File: config.mk
export PLATFORM = sky130hd
export DESIGN_NAME = resp_latency_gate
export DESIGN_NICKNAME = d
export VERILOG_FILES = /design/src/rtl/resp_gate_pkg.sv /design/src/rtl/deadline_fifo.sv /design/src/rtl/gate_channel.sv /design/src/rtl/resp_latency_gate.sv
export SDC_FILE = /design/constraint.sdc
export NUM_CORES = 1
export LEC_CHECK = 0
export ABC_AREA = 1
export BUFFER_PORTS_ARGS = -buffer_cell sky130_fd_sc_hd__buf_4
export CELL_PAD_IN_SITES_DETAIL_PLACEMENT = 1
export CELL_PAD_IN_SITES_GLOBAL_PLACEMENT = 1
export CORE_ASPECT_RATIO = 0.75
export CORE_UTILIZATION = 45
export DETAILED_ROUTE_END_ITERATION = 12
export HOLD_SLACK_MARGIN = 0.03
export PLACE_DENSITY_LB_ADDON = 0.1
export SETUP_SLACK_MARGIN = 0.1
export SLEW_MARGIN = 25
export SYNTH_ARGS = -nofsm -noshare
export SYNTH_HDL_FRONTEND = slang
export SYNTH_SLANG_ARGS = --single-unit
File: constraint.sdc
create_clock -name clk -period 4.31 [get_ports clk]
set_input_delay 1.0775 -clock clk [delete_from_list [all_inputs] [get_ports clk]]
set_output_delay 1.0775 -clock clk [all_outputs]
set_load 0.005 [all_outputs]
File: src/rtl/resp_gate_pkg.sv
package resp_gate_pkg;
  localparam int unsigned STAMP_W = 16;
  typedef logic [STAMP_W-1:0] stamp_t;

  // Wrap-safe test: true once now has reached or passed due.
  function automatic logic stamp_reached(input stamp_t now, input stamp_t due);
    stamp_t diff;
    diff = now - due;
    return ~diff[STAMP_W-1];
  endfunction
endpackage

File: src/rtl/deadline_fifo.sv
module deadline_fifo
  import resp_gate_pkg::*;
#(
  parameter int DEPTH = 16
) (
  input  logic   clk,
  input  logic   rst_n,
  input  logic   push,
  input  stamp_t din,
  input  logic   pop,
  output stamp_t head,
  output logic   empty,
  output logic   full
);
  localparam int PW = (DEPTH > 1) ? $clog2(DEPTH) : 1;
  localparam int CW = $clog2(DEPTH + 1);

  stamp_t         slots [DEPTH];
  logic [PW-1:0]  wp, rp;
  logic [CW-1:0]  cnt;

  assign empty = (cnt == '0);
  assign full  = (cnt == CW'(DEPTH));
  assign head  = slots[rp];

  function automatic logic [PW-1:0] bump(input logic [PW-1:0] p);
    return (p == PW'(DEPTH - 1)) ? '0 : p + 1'b1;
  endfunction

  always_ff @(posedge clk) begin
    if (push) slots[wp] <= din;
  end

  always_ff @(posedge clk) begin
    if (!rst_n) begin
      wp  <= '0;
      rp  <= '0;
      cnt <= '0;
    end else begin
      if (push) wp <= bump(wp);
      if (pop)  rp <= bump(rp);
      cnt <= cnt + CW'(push) - CW'(pop);
    end
  end


  no_overflow_chk: assert property (@(posedge clk) disable iff (!rst_n)
    push |-> (!full || pop));


  no_underflow_chk: assert property (@(posedge clk) disable iff (!rst_n)
    pop |-> !empty);
endmodule

File: src/rtl/gate_channel.sv
module gate_channel
  import resp_gate_pkg::*;
#(
  parameter int LAT_W = 12,
  parameter int DEPTH = 16,
  parameter bit BURST = 1'b1
) (
  input  logic             clk,
  input  logic             rst_n,
  input  stamp_t           now,
  input  logic             req,
  input  logic [LAT_W-1:0] lat,
  input  logic             up_valid,
  input  logic             up_last,
  output logic             up_ready,
  output logic             dn_valid,
  input  logic             dn_ready,
  output logic             underrun
);
  stamp_t head_due;
  logic   empty, full;
  logic   open_q, flagged_q, miss_q;
  logic   reached, pass_ok, fire, is_last, pop, miss;

  deadline_fifo #(.DEPTH(DEPTH)) u_fifo (
    .clk   (clk),
    .rst_n (rst_n),
    .push  (req),
    .din   (now + stamp_t'(lat)),
    .pop   (pop),
    .head  (head_due),
    .empty (empty),
    .full  (full)
  );

  generate
    if (BURST) begin : g_burst
      assign is_last = up_last;
    end else begin : g_single
      assign is_last = 1'b1;
    end
  endgenerate

  assign reached  = !empty && stamp_reached(now, head_due);
  assign pass_ok  = open_q || reached;
  assign dn_valid = up_valid && pass_ok;
  assign up_ready = dn_ready && pass_ok;
  assign fire     = up_valid && dn_ready && pass_ok;
  assign pop      = fire && is_last;
  assign miss     = reached && !open_q && !up_valid && !flagged_q;
  assign underrun = miss_q;

  always_ff @(posedge clk) begin
    if (!rst_n) begin
      open_q    <= 1'b0;
      flagged_q <= 1'b0;
      miss_q    <= 1'b0;
    end else begin
      miss_q <= miss;
      if (pop)       open_q <= 1'b0;
      else if (fire) open_q <= 1'b1;
      if (pop)       flagged_q <= 1'b0;
      else if (miss) flagged_q <= 1'b1;
    end
  end


  hold_blocks_ready_chk: assert property (@(posedge clk) disable iff (!rst_n)
    (up_valid && !dn_valid) |-> !up_ready);


  single_pulse_chk: assert property (@(posedge clk) disable iff (!rst_n)
    underrun |=> !underrun);


  late_only_chk: assert property (@(posedge clk) disable iff (!rst_n)
    underrun |-> !$past(up_valid));


  nothing_queued_chk: assert property (@(posedge clk) disable iff (!rst_n)
    (dn_valid && !open_q) |-> !empty);
endmodule

File: src/rtl/resp_latency_gate.sv
module resp_latency_gate
  import resp_gate_pkg::*;
#(
  parameter int LAT_W  = 12,
  parameter int DEPTH  = 16,
  parameter int DATA_W = 32,
  parameter int RESP_W = 2
) (
  input  logic              clk,
  input  logic              rst_n,
  input  logic [LAT_W-1:0]  rd_lat,
  input  logic [LAT_W-1:0]  wr_lat,
  input  logic              ar_valid,
  input  logic              ar_ready,
  input  logic              w_valid,
  input  logic              w_ready,
  input  logic              w_last,
  input  logic              mem_r_valid,
  output logic              mem_r_ready,
  input  logic [DATA_W-1:0] mem_r_data,
  input  logic              mem_r_last,
  output logic              mgr_r_valid,
  input  logic              mgr_r_ready,
  output logic [DATA_W-1:0] mgr_r_data,
  output logic              mgr_r_last,
  input  logic              mem_b_valid,
  output logic              mem_b_ready,
  input  logic [RESP_W-1:0] mem_b_resp,
  output logic              mgr_b_valid,
  input  logic              mgr_b_ready,
  output logic [RESP_W-1:0] mgr_b_resp,
  output logic              rd_underrun,
  output logic              wr_underrun
);
  stamp_t now_q;

  always_ff @(posedge clk) begin
    if (!rst_n) now_q <= '0;
    else        now_q <= now_q + 1'b1;
  end

  assign mgr_r_data = mem_r_data;
  assign mgr_r_last = mem_r_last;
  assign mgr_b_resp = mem_b_resp;

  gate_channel #(.LAT_W(LAT_W), .DEPTH(DEPTH), .BURST(1'b1)) u_rd (
    .clk      (clk),
    .rst_n    (rst_n),
    .now      (now_q),
    .req      (ar_valid && ar_ready),
    .lat      (rd_lat),
    .up_valid (mem_r_valid),
    .up_last  (mem_r_last),
    .up_ready (mem_r_ready),
    .dn_valid (mgr_r_valid),
    .dn_ready (mgr_r_ready),
    .underrun (rd_underrun)
  );

  gate_channel #(.LAT_W(LAT_W), .DEPTH(DEPTH), .BURST(1'b0)) u_wr (
    .clk      (clk),
    .rst_n    (rst_n),
    .now      (now_q),
    .req      (w_valid && w_ready && w_last),
    .lat      (wr_lat),
    .up_valid (mem_b_valid),
    .up_last  (1'b1),
    .up_ready (mem_b_ready),
    .dn_valid (mgr_b_valid),
    .dn_ready (mgr_b_ready),
    .underrun (wr_underrun)
  );


  reset_quiet_chk: assert property (@(posedge clk)
    $past(!rst_n) |-> (!mgr_r_valid && !mgr_b_valid && !rd_underrun && !wr_underrun));
endmodule

### Word level (Yosys, flattened, before mapping)

Memories as Yosys holds them, arrays and structs flattened. A register that Yosys moved wholly into a read port is not among the register bits.
Cells that the tools add are included.
W data, S select, Z words.

* add/subtract/negate cells: 13
* multipliers: 0
* divide/modulo/power cells: 0
* order comparisons: 0
* eq/ne operators: 4
* shifts and indexed selects: 0
* multiplexer cells: 12
* bitwise operators: 3
* reductions and logical operators: 31

Operator list (count)
* $add A16 B12 Y16: 2
* $mux W4: 8
* $sub A16 B16 Y16: 2
* $logic_and A1 B1 Y1: 19
* $add A16 B1 Y16 const B: 1
* $add A4 B1 Y4 const B: 4
* $eq A4 B4 Y1 const B: 4
* $add A5 B1 Y5: 2
* $logic_not A5 Y1: 2
* $sub A5 B1 Y5: 2
* $logic_not A1 Y1: 7
* $mux W1: 4
* $reduce_or A2 Y1: 2
* $not A1 Y1: 3
* $logic_or A1 B1 Y1: 1

* bits in registers: 47
* bits in latches: 0
* RAM bits: 512
* memory bits (read-only): 0
* input bits: 70
* output and inout port bits: 41
* word-level logic and storage cells: 77
* memories: 2

Memories
* u_rd.u_fifo.slots: depth 16, width 16, rd ports 1, clocked after memory_dff 1, wr ports 1, RTL line deadline_fifo.sv:18 `stamp_t slots [DEPTH];`
* u_wr.u_fifo.slots: depth 16, width 16, rd ports 1, clocked after memory_dff 1, wr ports 1, RTL line deadline_fifo.sv:18

### Longest topological paths before layout

* depth in word-level cells: 8
* mapped depth: 32
* mapped depth without buffers: 29

### By module

From an unflattened synthesis, not the netlist that was laid out.

* cell total of the unflattened synthesis: 2845
* area total of the unflattened synthesis: 27191.1 um^2

By module, submodules not included
* deadline_fifo (u_rd.u_fifo): instances 1, cells an instance 1157, area each 11856.4 um^2, seq. area each 8027.7 um^2
* deadline_fifo (u_wr.u_fifo): instances 1, cells an instance 1155, area each 11851.4 um^2, seq. area each 8027.7 um^2
* gate_channel (u_wr): instances 1, cells an instance 189, area each 1198.6 um^2, seq. area each 40.0 um^2
* gate_channel (u_rd): instances 1, cells an instance 189, area each 1197.4 um^2, seq. area each 60.1 um^2
* resp_latency_gate: instances 1, cells an instance 155, area each 1087.3 um^2, seq. area each 320.3 um^2

### Worst setup path before layout

Ideal clock, no wire load.

* kind: flip-flop to flip-flop
* from: register with a tool-made name
* to: register u_wr.u_fifo.cnt[4]
* setup time: 0.128 ns
* arrival time: 4.374 ns
* required time: 4.182 ns
* slack: -0.193 ns
* stages on the path, launching flop included: 29
* path buffers: 4
* period minus slack after synthesis: 4.503 ns
* cell sequence: dfxtp_1 inv_2 buf_4 buf_6 clkbuf_1 clkbuf_1 nor2_1 o221ai_1 o211ai_1 nand2_1 inv_1 ha_1 nand2_1 inv_1 o21bai_1 a21oi_1 a2111oi_0 nand3_1 nand4_4 inv_1 ha_1 inv_1 ha_1 inv_1 fa_1 nor3_1 a211oi_1 o21ai_0 a21oi_1

RTL lines
* end signal: assignment: RTL line deadline_fifo.sv:42 `cnt <= cnt + CW'(push) - CW'(pop);`
* end: declaration: RTL line deadline_fifo.sv:20 `logic [CW-1:0] cnt;`

==> tab_implementation.tex <==
\begin{tabular}{lr}
\hline
Metric & Value \\
\hline
\multicolumn{2}{l}{\textbf{Outcome}} \\
\quad Result of the run & finished, violations left \\
\quad Violations in the final reports & setup timing \\
\multicolumn{2}{l}{\textbf{Critical path}} \\
\quad Number of buffer and inverter instances along the worst setup path & 9 \\
\quad Critical Path, Cell by Cell & buf\_12 -> clkinv\_16 -> buf\_12 -> buf\_16 -> buf\_4 -> o21ai\_1 -> o22ai\_1 -> o211ai\_1 -> nand2\_1 -> inv\_1 -> ha\_1 -> a21oi\_2 -> o21a\_1 -> o221a\_4 -> nand3\_2 -> nand3\_4 -> nand2\_4 -> buf\_6 -> inv\_4 -> nor2\_1 -> buf\_4 \\
\quad Kind of capture point of the worst setup path & output port \\
\quad Worst setup SP type & flip-flop \\
\quad CP arrival & 3.59 ns \\
\quad Worst path max stage delay & 0.36 ns \\
\quad Critical-path maximum fanout & 13 \\
\quad Critical setup path kind & reg2out \\
\quad Library cell contributing the largest single delay on the critical path & sky130\_fd\_sc\_hd\_\_dfxtp\_4 \\
\quad Family with the most delay on the worst path & buffers and inverters \\
\quad Data required time at the worst endpoint & 3.23 ns \\
\multicolumn{2}{l}{\textbf{STA}} \\
\quad Post-Route Skew & 0.0296 ns \\
\quad Clock period minus final worst setup slack & 4.67 ns \\
\quad Setup slack after layout & -0.357 ns \\
\quad Number of failing hold endpoints at the final stage & 0 \\
\quad Relative slew slack & 31.4\% \\
\quad Share of the clock period used by the worst path after layout & 108\% \\
\quad RSZ-0062 raised after global routing & yes \\
\quad Top achievable clock speed & 214 MHz \\
\quad Worst Max-Slew Pin Slew & 1.03 ns \\
\quad Max Transition Viols Final & 0 \\
\quad Final setup violation count & 4 \\
\multicolumn{2}{l}{\textbf{Clock tree}} \\
\quad Maximum buffer depth of the clock tree & 3 \\
\quad Total clock sinks & 567 \\
\quad Root buf cell & sky130\_fd\_sc\_hd\_\_clkbuf\_16 \\
\quad Number of levels the H-tree was split into & 2 \\
\quad CTS tree & built \\
\quad Insertion delay of the later-clocked pin in the worst-skew pair & 0.62 ns \\
\quad Clock transition at path regs & 0.06 ns \\
\quad Total of hold buffers inserted after clock tree synthesis & 0 \\
\quad Cts bufs inserted & 57 \\
\multicolumn{2}{l}{\textbf{Synth}} \\
\quad Count of unique library cells instantiated by Yosys & 48 \\
\quad Sequential area share after synthesis & 67.0\% \\
\quad Post-Syn Instances & 2083 \\
\quad Total nets after synthesis & 2232 \\
\quad Seq cells post-synth & 567 \\
\quad Post-Syn Area per Cell & 11.8 sq um \\
\quad Number of warnings issued by yosys & 0 \\
\quad Total standard cell area after synthesis & 24600 sq um \\
\multicolumn{2}{l}{\textbf{Die}} \\
\quad Floorplan core area & 53500 sq um \\
\quad Floorplan die width & 272 microns \\
\quad Starting density of the core & 46.0\% \\
\quad Area of the die & 55600 sq um \\
\quad Total number of placement rows & 73 \\
\quad Number of top-level pins & 111 \\
\quad Die Span Y & 205 microns \\
\multicolumn{2}{l}{\textbf{Power and ir drop}} \\
\quad Leak & 10.9 nW \\
\quad Worst supply voltage drop on vdd & 0.300 mV \\
\quad Areal power density over the cells & 438 nW/um\^{}2 \\
\quad Tot Pwr & 13.3 mW \\
\multicolumn{2}{l}{\textbf{Detailed routing}} \\
\quad Routed met1 length & 36.2 mm \\
\quad Via count & 17.8k \\
\quad Met2 WL & 36.1 mm \\
\quad Total wirelength of the detailed-routed design & 81.5 mm \\
\quad DRC violations left & 0 \\
\quad Max Used Layer & met4 \\
\quad Number of search-and-repair iterations in the first detailed-routing pass & 5 \\
\quad Average wire per cell in the routed design & 27.3 microns \\
\quad First DRT Iteration DRCs & 1516 \\
\quad Detailed-route vias per instance & 5.97 \\
\quad Post-DRT Antenna Nets & 0 \\
\quad Met3 wire len & 7.17 mm \\
\multicolumn{2}{l}{\textbf{Flow run}} \\
\quad Maxcap violations & 0 \\
\multicolumn{2}{l}{\textbf{Final layout}} \\
\quad Most common cell after layout, fill and taps aside & sky130\_fd\_sc\_hd\_\_edfxtp\_1 \\
\quad Commonest cells after routing, fill and taps aside & sky130\_fd\_sc\_hd\_\_edfxtp\_1 (512), sky130\_fd\_sc\_hd\_\_nor2\_1 (270), sky130\_fd\_sc\_hd\_\_o21ai\_0 (188) \\
\quad Fin nets & 2379 \\
\quad Growth of design area from synthesis to finish & 23.1\% \\
\quad Fraction of layout instances using a drive strength above 1 & 21.7\% \\
\multicolumn{2}{l}{\textbf{Place}} \\
\quad Worst setup timing slack at the placement stage & -0.0122 ns \\
\quad Placer Congestion & 0.825 \\
\quad Buffers added on ports & 42 \\
\quad Placed wire-length estimate after detailed placement & 44.6 mm \\
\multicolumn{2}{l}{\textbf{Global route}} \\
\quad Pin count of the biggest net entering global routing & 58 \\
\quad Via count of the first global-routing pass & 17.8k \\
\quad Overflow left after global routing & 0 \\
\quad Wire length of the first global-routing pass & 116 mm \\
\quad Number of antenna violations at the first check in global routing & 2 \\
\quad GRT Util Overall & 28.4\% \\
\multicolumn{2}{l}{\textbf{Worst hold path}} \\
\quad Class of the most critical hold timing path & reg2reg \\
\hline
\end{tabular}
routing by layer:
metal  vias up  track usage (%)
met2       741             42.5
met5         -                0
met1      9123             41.5
li1       7819                -
met4         0             8.41
met3       145             6.29
final cells by class:
cell class | count | area (sq um)
Antenna cell | 1 | 2.50
Clock buffer | 66 | 1460
Clock inverter | 36 | 304
Fill cell | 5417 | 23200
Inverter | 149 | 607
Multi-Input combinational cell | 1226 | 7690
Sequential cell | 567 | 16500
Tap cell | 712 | 891
Timing Repair Buffer | 229 | 2850
state kept, by name, indices dropped and copies added (netlist names), 5 cells and up, named ones only:
register,count
now_q,16
u_rd.u_fifo.slots,256
u_wr.u_fifo.cnt,5
u_rd.u_fifo.cnt,5
u_wr.u_fifo.slots,256
repair_timing:
item                                    CTS  global route
endpoints found under the setup margin    7            12
setup buffers                            20            21
resized for setup                       147           125
cloned                                   23            10
pin swaps                                60            56
hold endpoints to repair                  0             0
cells by family after synthesis:
logic type	after synthesis	synth area share, %
and+or+nand+nor	611	10.2
xor gates and xnor gates	36	1.31
buffers and inverters	290	5.17
adders and majority gates	79	4.14
DFF	567	67.0
AOI/OAI and AO/OA	500	12.2
power by group:
part / switching [mW] / leakage [nW] / internal, mW
clock: 2.15 / 0.848 / 2.71
sequential: 0.0578 / 5.11 / 6.10
combinational: 1.34 / 4.97 / 0.927
total: 3.54 / 10.9 / 9.73
path summary, 6_finish.rpt:
path,startpoint,to,slack (ns),cells after the start
hold reg to reg,u_wr.flagged_q,u_wr.underrun,0.43,1
setup reg to reg,flip-flop,u_rd.u_fifo.cnt[4],0.08,30
hold / removal,u_wr.flagged_q,u_wr.underrun,0.43,1
setup / recovery,flip-flop,mem_r_ready,-0.36,21
Yosys cell counts (all sizes together):
cell type    n  area share (%)
a2111oi      1           0.036
a211oi       7            0.21
a21o         1           0.031
a21oi       61             1.3
a221oi       1           0.036
a31oi        3           0.076
and2         1           0.025
buf         48             1.5
clkbuf      93             1.4
clkinv       3           0.046
dfxtp       55             4.5
edfxtp     512              62
fa           4            0.33
ha          75             3.8
inv        146             2.2
nand2      180             2.8
nand3       77             1.6
nand3b       1           0.031
nand4       12            0.37
nor2       323             4.9
nor3        12            0.26
nor4         4            0.10
nor4b        1           0.061
o2111ai      1           0.036
o211ai      33             1.0
o21a         1           0.031
o21ai      270             5.5
o21bai       3           0.092
o221a        1           0.046
o221ai      84             3.0
o22ai       33            0.84
xnor2        8            0.28
xor2        28             1.0
per-stage QoR:
step                      setup TNS, ns  utilization (%)  hold WS [ns]  instance area, sq um  instances
after floorplan                       0                -         0.400                 24600       2083
after global placement                0             49.1         0.410                 26300       2810
after detailed placement        -0.0122             49.1         0.420                 26300       2810
after CTS                         -1.31             55.0         0.429                 29400       2955
after global routing              -1.94             56.6         0.438                 30300       2985
final                             -1.23             56.6         0.426                 30300       2986
Power figures use the tool's default switching activity.
